<file path="src/rtl/cam_pkg.sv">
package cam_pkg;
  localparam int unsigned MAX_WORDS = 64;

  // Position of the lowest set bit, or -1 when the vector is zero.
  function automatic int first_one(input logic [MAX_WORDS-1:0] v);
    int pos;
    pos = -1;
    for (int i = MAX_WORDS - 1; i >= 0; i--) begin
      if (v[i]) pos = i;
    end
    return pos;
  endfunction

  // Masked equality: positions with care=0 never cause a mismatch.
  function automatic logic masked_match(input logic [MAX_WORDS-1:0] stored,
                                        input logic [MAX_WORDS-1:0] probe,
                                        input logic [MAX_WORDS-1:0] mask);
    return ((stored ^ probe) & mask) == '0;
  endfunction
endpackage

</file>
<file path="src/rtl/cam_row.sv">
module cam_row #(
  parameter int unsigned WIDTH = 8
) (
  input  logic             clk,
  input  logic             rst_n,
  input  logic             load,
  input  logic [WIDTH-1:0] wdata,
  input  logic             kill,
  input  logic [WIDTH-1:0] arg,
  input  logic [WIDTH-1:0] care,
  output logic [WIDTH-1:0] word,
  output logic             live,
  output logic             hit
);
  import cam_pkg::*;

  logic [MAX_WORDS-1:0] word_x, arg_x, care_x;

  always_comb begin
    word_x = '0;
    arg_x  = '0;
    care_x = '0;
    word_x[WIDTH-1:0] = word;
    arg_x[WIDTH-1:0]  = arg;
    care_x[WIDTH-1:0] = care;
  end

  always_ff @(posedge clk or negedge rst_n) begin
    if (!rst_n) begin
      word <= '0;
      live <= 1'b0;
    end else if (load) begin
      word <= wdata;
      live <= 1'b1;
    end else if (kill) begin
      live <= 1'b0;
    end
  end

  assign hit = live && masked_match(word_x, arg_x, care_x);

  // a row is never loaded and freed on the same edge
  p_no_load_kill_r8: assert property (@(posedge clk) disable iff (!rst_n)
    !(load && kill));
endmodule

</file>
<file path="src/rtl/cam_pick.sv">
module cam_pick #(
  parameter int unsigned N    = 8,
  parameter int unsigned IDXW = (N > 1) ? $clog2(N) : 1
) (
  input  logic [N-1:0]    req,
  output logic            found,
  output logic [IDXW-1:0] idx
);
  import cam_pkg::*;

  logic [MAX_WORDS-1:0] padded;
  int pos;

  always_comb begin
    padded = '0;
    padded[N-1:0] = req;
    pos   = first_one(padded);
    found = (pos >= 0);
    idx   = found ? IDXW'(pos) : '0;
  end
endmodule

</file>
<file path="src/rtl/masked_cam.sv">
module masked_cam #(
  parameter int unsigned WORDS = 8,
  parameter int unsigned WIDTH = 8
) (
  input  logic             clk,
  input  logic             rst_n,
  input  logic             wr_en,
  input  logic [WIDTH-1:0] wr_word,
  input  logic             srch_en,
  input  logic [WIDTH-1:0] arg,
  input  logic [WIDTH-1:0] care,
  input  logic             rd_en,
  input  logic             inval_en,
  output logic [WORDS-1:0] hit_vec,
  output logic             hit_any,
  output logic             full_err,
  output logic [WIDTH-1:0] rd_word,
  output logic             rd_found
);
  localparam int unsigned IDXW = (WORDS > 1) ? $clog2(WORDS) : 1;

  logic [WIDTH-1:0] word_arr [WORDS];
  logic [WORDS-1:0] valid_vec;
  logic [WORDS-1:0] row_hit;
  logic [WORDS-1:0] row_load;
  logic [WORDS-1:0] row_kill;

  logic            free_found;
  logic [IDXW-1:0] free_idx;
  logic            sel_found;
  logic [IDXW-1:0] sel_idx;

  // named internal events
  logic write_accept;
  logic write_reject;
  logic search_take;

  assign write_accept = wr_en && free_found;
  assign write_reject = wr_en && !free_found;
  assign search_take  = srch_en && !inval_en;

  cam_pick #(.N(WORDS), .IDXW(IDXW)) u_free (
    .req(~valid_vec), .found(free_found), .idx(free_idx)
  );

  cam_pick #(.N(WORDS), .IDXW(IDXW)) u_sel (
    .req(hit_vec), .found(sel_found), .idx(sel_idx)
  );

  for (genvar i = 0; i < WORDS; i++) begin : g_row
    assign row_load[i] = write_accept && (free_idx == IDXW'(i));
    assign row_kill[i] = inval_en && hit_vec[i];
    cam_row #(.WIDTH(WIDTH)) u_row (
      .clk(clk), .rst_n(rst_n),
      .load(row_load[i]), .wdata(wr_word), .kill(row_kill[i]),
      .arg(arg), .care(care),
      .word(word_arr[i]), .live(valid_vec[i]), .hit(row_hit[i])
    );
  end

  always_ff @(posedge clk or negedge rst_n) begin
    if (!rst_n) begin
      hit_vec  <= '0;
      hit_any  <= 1'b0;
      full_err <= 1'b0;
      rd_word  <= '0;
      rd_found <= 1'b0;
    end else begin
      full_err <= write_reject;
      if (inval_en) begin
        hit_vec <= '0;
        hit_any <= 1'b0;
      end else if (search_take) begin
        hit_vec <= row_hit;
        hit_any <= |row_hit;
      end
      if (rd_en) begin
        rd_found <= sel_found;
        rd_word  <= sel_found ? word_arr[sel_idx] : '0;
      end
    end
  end

  // flagged words are always valid ones
  p_hits_live_r8: assert property (@(posedge clk) disable iff (!rst_n)
    (hit_vec & ~valid_vec) == '0);

  // the full flag follows only a write into a full store
  p_full_cause_r3: assert property (@(posedge clk) disable iff (!rst_n)
    full_err |-> ($past(wr_en) && $past(&valid_vec)));

  // an accepted write adds exactly one valid word
  p_write_grows_r2: assert property (@(posedge clk) disable iff (!rst_n)
    (wr_en && !(&valid_vec) && !inval_en) |=>
      ($countones(valid_vec) == $past($countones(valid_vec)) + 1));

  // any-hit agrees with the vector
  p_any_agrees_r6: assert property (@(posedge clk) disable iff (!rst_n)
    hit_any == (|hit_vec));

  // read status reflects the vector at the request edge
  p_read_found_r7: assert property (@(posedge clk) disable iff (!rst_n)
    rd_en |=> (rd_found == $past(|hit_vec)));
endmodule

</file>
<file path="config.mk">
export PLATFORM = sky130hd
export DESIGN_NAME = masked_cam
export DESIGN_NICKNAME = d
export VERILOG_FILES = /design/src/rtl/cam_pkg.sv /design/src/rtl/cam_row.sv /design/src/rtl/cam_pick.sv /design/src/rtl/masked_cam.sv
export SDC_FILE = /design/constraint.sdc
export NUM_CORES = 1
export LEC_CHECK = 0
export BUFFER_PORTS_ARGS = -buffer_cell sky130_fd_sc_hd__buf_2
export CAP_MARGIN = 20
export CORE_MARGIN = 2
export CORE_UTILIZATION = 40
export DETAILED_ROUTE_END_ITERATION = 10
export GPL_TIMING_DRIVEN = 0
export PLACE_DENSITY = 0.6
export SLEW_MARGIN = 20
export SYNTH_ARGS = -nofsm -noshare
export SYNTH_HDL_FRONTEND = slang
export SYNTH_SLANG_ARGS = --single-unit
</file>
<file path="constraint.sdc">
create_clock -name clk -period 2 [get_ports clk]
set_input_delay 0.3 -clock clk [delete_from_list [all_inputs] [get_ports clk]]
set_output_delay 0.3 -clock clk [all_outputs]
set_load 0.05 [all_outputs]
</file>
; ---- After elaboration in Yosys (flattened, before gate mapping)
; Index checks and enable logic that the tools add are counted.
[totals]
inputBits = 30
ff_bits = 91
output_inout_bits = 19
word_cells = 139
[classes]
n_reduce_logical = 48
mux = 42
n_eq_ne = 7
n_lt_le_gt_ge = 3
bitwise_logic = 18
[ops]
columns = op, n
row1 = 64-bit by 8-bit AND with 64-bit output, 8
row2 = 64-bit logical NOT, 8
row3 = 32-bit two-way mux, 16
row4 = 32-bit by 1-bit greater-or-equal comparator with 1-bit output (second input constant), 2
row5 = 8-bit bitwise XOR, 8
row6 = 8-bit two-way mux, 5
row7 = 1-bit logical AND, 27
row8 = 8-bit binary-select mux with 3-bit select, 1
row9 = 1-bit two-way mux, 18
row10 = 2-bit nonzero test, 9
row11 = 3-bit equality test (second input constant), 4
row12 = 8-bit inverter, 1
row13 = 8-bit OR reduction, 1
row14 = 3-bit by 2-bit equality test with 1-bit output (second input constant), 2
row15 = 3-bit two-way mux, 2
row16 = 4-bit greater-or-equal comparator (second input constant), 1
row17 = 3-bit inverter with 4-bit output, 1
row18 = 3-bit by 1-bit equality test with 1-bit output (second input constant), 1
row19 = 3-bit logical NOT, 1
row20 = 1-bit logical NOT, 2

; ---- Longest topological paths before layout
[depth]
depth_word = 15
depth_mapped = 9
ltp_nobuf = 7

; ---- Cells and area by module
; From an unflattened synthesis, not the netlist that was laid out.
[unflattened]
cells_unflattened = 434
area_unflattened_um2 = 5165.0
[modules_own_cells]
columns = mod, n_inst, seq_area_each_um2, area_per_inst_um2, cells_per_inst
row1 = cam_row, 8, 225.2, 447.9, 33
row2 = masked_cam, 1, 475.5, 1416.4, 142
row3 = cam_pick, 2, 0.0, 82.6, 14

; ---- Worst setup path after synthesis
; Ideal clock, no wire load.
[synth_timing]
path_kind = register -> register
from = reg hit_vec[2]
to = reg rd_word[5]
arrival_ps = 2104
setup_ps = 121
stages_incl_launch_ff = 9
required_time_ps = 1879
setup_slack_ps = -225
path_cell_list = dfrtp_1 nor2_1 nand2_1 a21oi_2 buf_6 mux2i_1 mux2i_1 mux2_2 a22o_1
[synth_between]
elab_chain_len = 10
[synth_rtl]
columns = element, line
row1 = from (decl), masked_cam.sv:14  ; output logic [WORDS-1:0] hit_vec,
row2 = from (signal assigned), masked_cam.sv:74  ; hit_vec <= row_hit;
row3 = 32-bit two-way mux * (3 in a row), cam_pkg.sv:9  ; if (v[i]) pos = i;
row4 = 32-bit by 1-bit greater-or-equal comparator with 1-bit output, cam_pick.sv:18  ; found = (pos >= 0);
row5 = 3-bit two-way mux, cam_pick.sv:19  ; idx = found ? IDXW'(pos) : '0;
row6 = 3-bit inverter with 4-bit output (implied by the code), masked_cam.sv:79  ; rd_word <= sel_found ? word_arr[sel_idx] : '0;
row7 = 8-bit binary-select mux with 3-bit select, masked_cam.sv:79
row8 = 8-bit two-way mux (implied by the code) (2 in a row), masked_cam.sv:79
row9 = 8-bit two-way mux *, masked_cam.sv:79
row10 = to (signal assigned), masked_cam.sv:79
row11 = to (decl), masked_cam.sv:17  ; output logic [WIDTH-1:0] rd_word,
; Every way passes the cells marked *; elsewhere a longest branch is shown, timed or not. The select of a mux whose other input is x is not followed.
; A chain may end at the register's enable or synchronous reset.

; ---- Final worst setup path
[layout_timing]
from = reg hit_vec[1]
to = reg rd_word[4]
[layout_between]
elab_chain_len = 9
[layout_rtl]
columns = element, line
row1 = 32-bit two-way mux * (2 in a row), cam_pkg.sv:9
row2 = 32-bit by 1-bit greater-or-equal comparator with 1-bit output, cam_pick.sv:18
row3 = 3-bit two-way mux, cam_pick.sv:19
row4 = 3-bit inverter with 4-bit output (implied by the code), masked_cam.sv:79
row5 = 8-bit binary-select mux with 3-bit select, masked_cam.sv:79
row6 = 8-bit two-way mux (implied by the code) (2 in a row), masked_cam.sv:79
row7 = 8-bit two-way mux *, masked_cam.sv:79
; Marks and branches as above.

==> impl_metrics.json <==
{
  "status": "complete, no violations",
  "syn-cell-area_um2": 5165,
  "clock-sinks": 91,
  "fin_crit_ps": 1972,
  "drive_above_1_share_pct": 36.36,
  "met2_length_um": 6577,
  "crit_type": "reg -> reg",
  "dp.cells": 646,
  "path_clk_slew_ps": 60,
  "synthSimpleGateAreaFrac_pct": 7.364,
  "dp_hpwl_um": 9718,
  "p_clk_share_pct": 15.9,
  "cts_made_buffers": 9,
  "min_from": "wr_en",
  "hold_viol": 0,
  "p_sw_w": 0.003855,
  "num_vias": 3737,
  "synth_area_per_cell_um2": 11.66,
  "synth.mux.area_fraction_pct": 24.56,
  "area_growth_syn_to_layout_pct": 21.78,
  "seqPwrFrac_pct": 35.3,
  "grt_pass1_vias": 3836,
  "rows": 41,
  "viasPerCell": 5.424,
  "fp.coreArea_um2": 12620,
  "antenna_found_initial": 0,
  "synthAdderAreaFrac_pct": 0,
  "synth_xor_area_share_pct": 10.85,
  "worstPathCellList": "nor2_4, nand2_2, a21oi_4, buf_8, mux2i_1, mux2i_1, mux2_2, a22o_1",
  "drt-pass1-iter-count": 5,
  "drtIter0Drc": 210,
  "yosysTopAreaCell": "dfrtp_1",
  "hold_path_class": "in -> reg",
  "reg2reg_slack_ps": 30,
  "synth_top_family_by_area": "multiplexers",
  "grt_max_degree": 68,
  "cts_max_level": 3,
  "initial_core_util_pct": 40.93,
  "cpMostUsedCell": "mux2i_1",
  "antennaDiodeCount": 0,
  "ys_types": 43,
  "dieWidth_um": 117.6,
  "routed_wl_um": 14000,
  "wl_per_cell_um": 20.32,
  "r2r_cells": 8,
  "cts_root_buf": "clkbuf_16",
  "synth_area_leaders": "dfrtp_1 44%, mux2_2 15%, xor2_1 11%, mux2i_1 9.3%, a22o_1 2.0%",
  "final_common_cell": "dfrtp_1",
  "slowest_stage": "dfrtp_2",
  "maxCapViolations": 0,
  "worstPathRequired_ps": 2230,
  "max_stage_delay_ps": 430,
  "fillers": 1167,
  "ir_worst_vdd_mv": 0.5183,
  "instances_no_fill": 689,
  "dieHeight_um": 117.6,
  "layout_common_cells": "83 x dfrtp_1, 66 x mux2_2, 64 x xor2_1",
  "cp_max_fo": 8,
  "ys_seq_area_share_pct": 44.09,
  "clock_latency_ps": 340,
  "fmax_ghz": 0.5071,
  "synth_top_area_share_pct": 44.09,
  "worstReg2RegStart": "hit_vec[1]",
  "p_comb_share_pct": 48.9,
  "synth_compound_area_share_pct": 9.545,
  "worstHoldEndpoint": "g_row[0].u_row.live",
  "wl_met3_um": 576,
  "holdWs_ps": 250.4,
  "maxUsedRoutingLayer": "met4",
  "cp-start-kind": "flop",
  "overflow": 0,
  "track_usage_pct": 21.09,
  "wl_met1_um": 6550,
  "slew_headroom_pct": 47.76,
  "cts_tree": "yes",
  "p_leak_nw": 2.842,
  "place.gp.congestion": 0.8769,
  "yosysWarnings": 0,
  "fin_nets": 543,
  "end_kind": "flop",
  "p_int_w": 0.005913,
  "holdPathStages": 3,
  "finalCritPeriodShare_pct": 98.60,
  "grt_pass1_wl_um": 22330,
  "pwr_density_cell_nw_per_um2": 1553,
  "rsz0062_at_grt": "yes",
  "setup_viol": 0,
  "ys_ff_latch": 91,
  "portBuffers": 30,
  "syn_inst": 443,
  "drv_slew": 0,
  "fin_skew_ps": 6.712,
  "drc": 0,
  "switching_share_pct": 39.46,
  "synth_nets": 473,
  "final.setup.worst_slack_ps": 27.90,
  "dieArea_um2": 13840,
  "cts_max_path_buffers": 2,
  "dp_slack_ps": -154.7,
  "cp.arrival_ps": 2200,
  "tightest_slew_ps": 781.3,
  "pin_count": 49,
  "crit-reg2reg-capture": "rd_word[4]",
  "ant_nets": 0
}
## routing by layer
| metal | vias to the layer above | GRT usage [%] |
|---|---|---|
| met4 | 0 | 7.831 |
| met1 | 1873 | 30.18 |
| met3 | 17 | 2.422 |
| li1 | 1738 | - |
| met2 | 109 | 32.92 |
| met5 | - | 0 |
## synthesized netlist by cell type (all sizes together)
cell	n
nand2b	2
nor4	2
a222oi	8
o21ai	5
inv	6
and3	5
o2bb2ai	3
mux2	70
nand3	3
a221oi	10
nor4b	1
and2	2
a31oi	1
a21oi	5
nand3b	1
nand4	1
o31ai	2
clkbuf	9
nor2	26
dfrtp	91
clkinv	1
nor2b	2
a22oi	1
nand2	27
a311oi	1
o21bai	1
a21o	6
mux2i	48
o311ai	1
and4	6
buf	19
xor2	64
a21boi	1
a22o	12
## critical path, delay by kind of cell, from the launching register on
family / cells / cell delay [ps]
compound gates: 2 / 410
buf+inv: 1 / 190
flops: 1 / 430
mux: 3 / 610
simple gates: 2 / 220
## stage by stage
stage	total power, W	util (%)	setup TNS, ps	instance area (um^2)
detailed placement	0.007591	44.35	-3534	5597
CTS	0.009433	47.86	-2087	6040
floorplan	0.006440	-	0	5197
finish	0.009768	49.84	0	6290
global placement	0.007476	44.08	-24030	5563
global route	0.01037	49.84	-356.1	6290
## power groups by stage
stage	Clock, W	Combinational (W)	Sequential, W
2_1_floorplan	0	0.00277	0.00367
5_1_grt	0.00167	0.00512	0.00359
3_5_place_dp	0	0.00412	0.00347
4_1_cts	0.00158	0.00442	0.00344
3_3_place_gp	0	0.00406	0.00342
6_report	0.00155	0.00477	0.00345
## cell type report
class	count	area, um^2	area share [%]
well taps	172	215.2	3.422
inverters	7	26.28	0.4177
clock buffers	12	246.5	3.919
plain buffers	25	162.7	2.586
repair buffers	62	498.0	7.917
flip-flops and latches	91	2287	36.36
clock inverters	3	15.01	0.2387
multi-input cells	317	2839	45.14
## cells by family (layout without fill, tap and decap cells)
family	count (synthesis)	count (layout)
AOI/OAI and AO/OA	57	57
xor gates and xnor gates	64	64
buffers and inverters	35	109
DFF	91	91
muxes	118	118
and+or+nand+nor	78	78
## state kept, by name (all words and copies together), names as in the netlist
signal            cells
full_err              1
g_row.u_row.live      8
g_row.u_row.word     64
hit_any               1
hit_vec               8
rd_found              1
rd_word               8
## how the worst max path moves through the flow
stage | startpoint | end | slack, ps | depth (start not counted)
finish | hit_vec[1] | rd_word[4] | 30 | 8
global route | hit_vec[1] | rd_word[5] | -50 | 8
CTS | g_row[0].u_row.live | g_row[6].u_row.word[6] | -150 | 6
detailed placement | hit_vec[7] | rd_word[1] | -150 | 9
global placement | rst_n | hit_vec[4] | -380 | 1
floorplan | hit_vec[7] | rd_word[6] | 4 | 8
## timing repair
item | CTS | global route
hold endpoints to repair | 24 | 0
cloned | 1 | 1
hold buffers | 1 | 0
gates resized for setup | 17 | 19
pin swaps | 3 | 15
buffers inserted | 10 | 19
setup endpoints to repair | 39 | 57
Power figures use the tool's default switching activity.
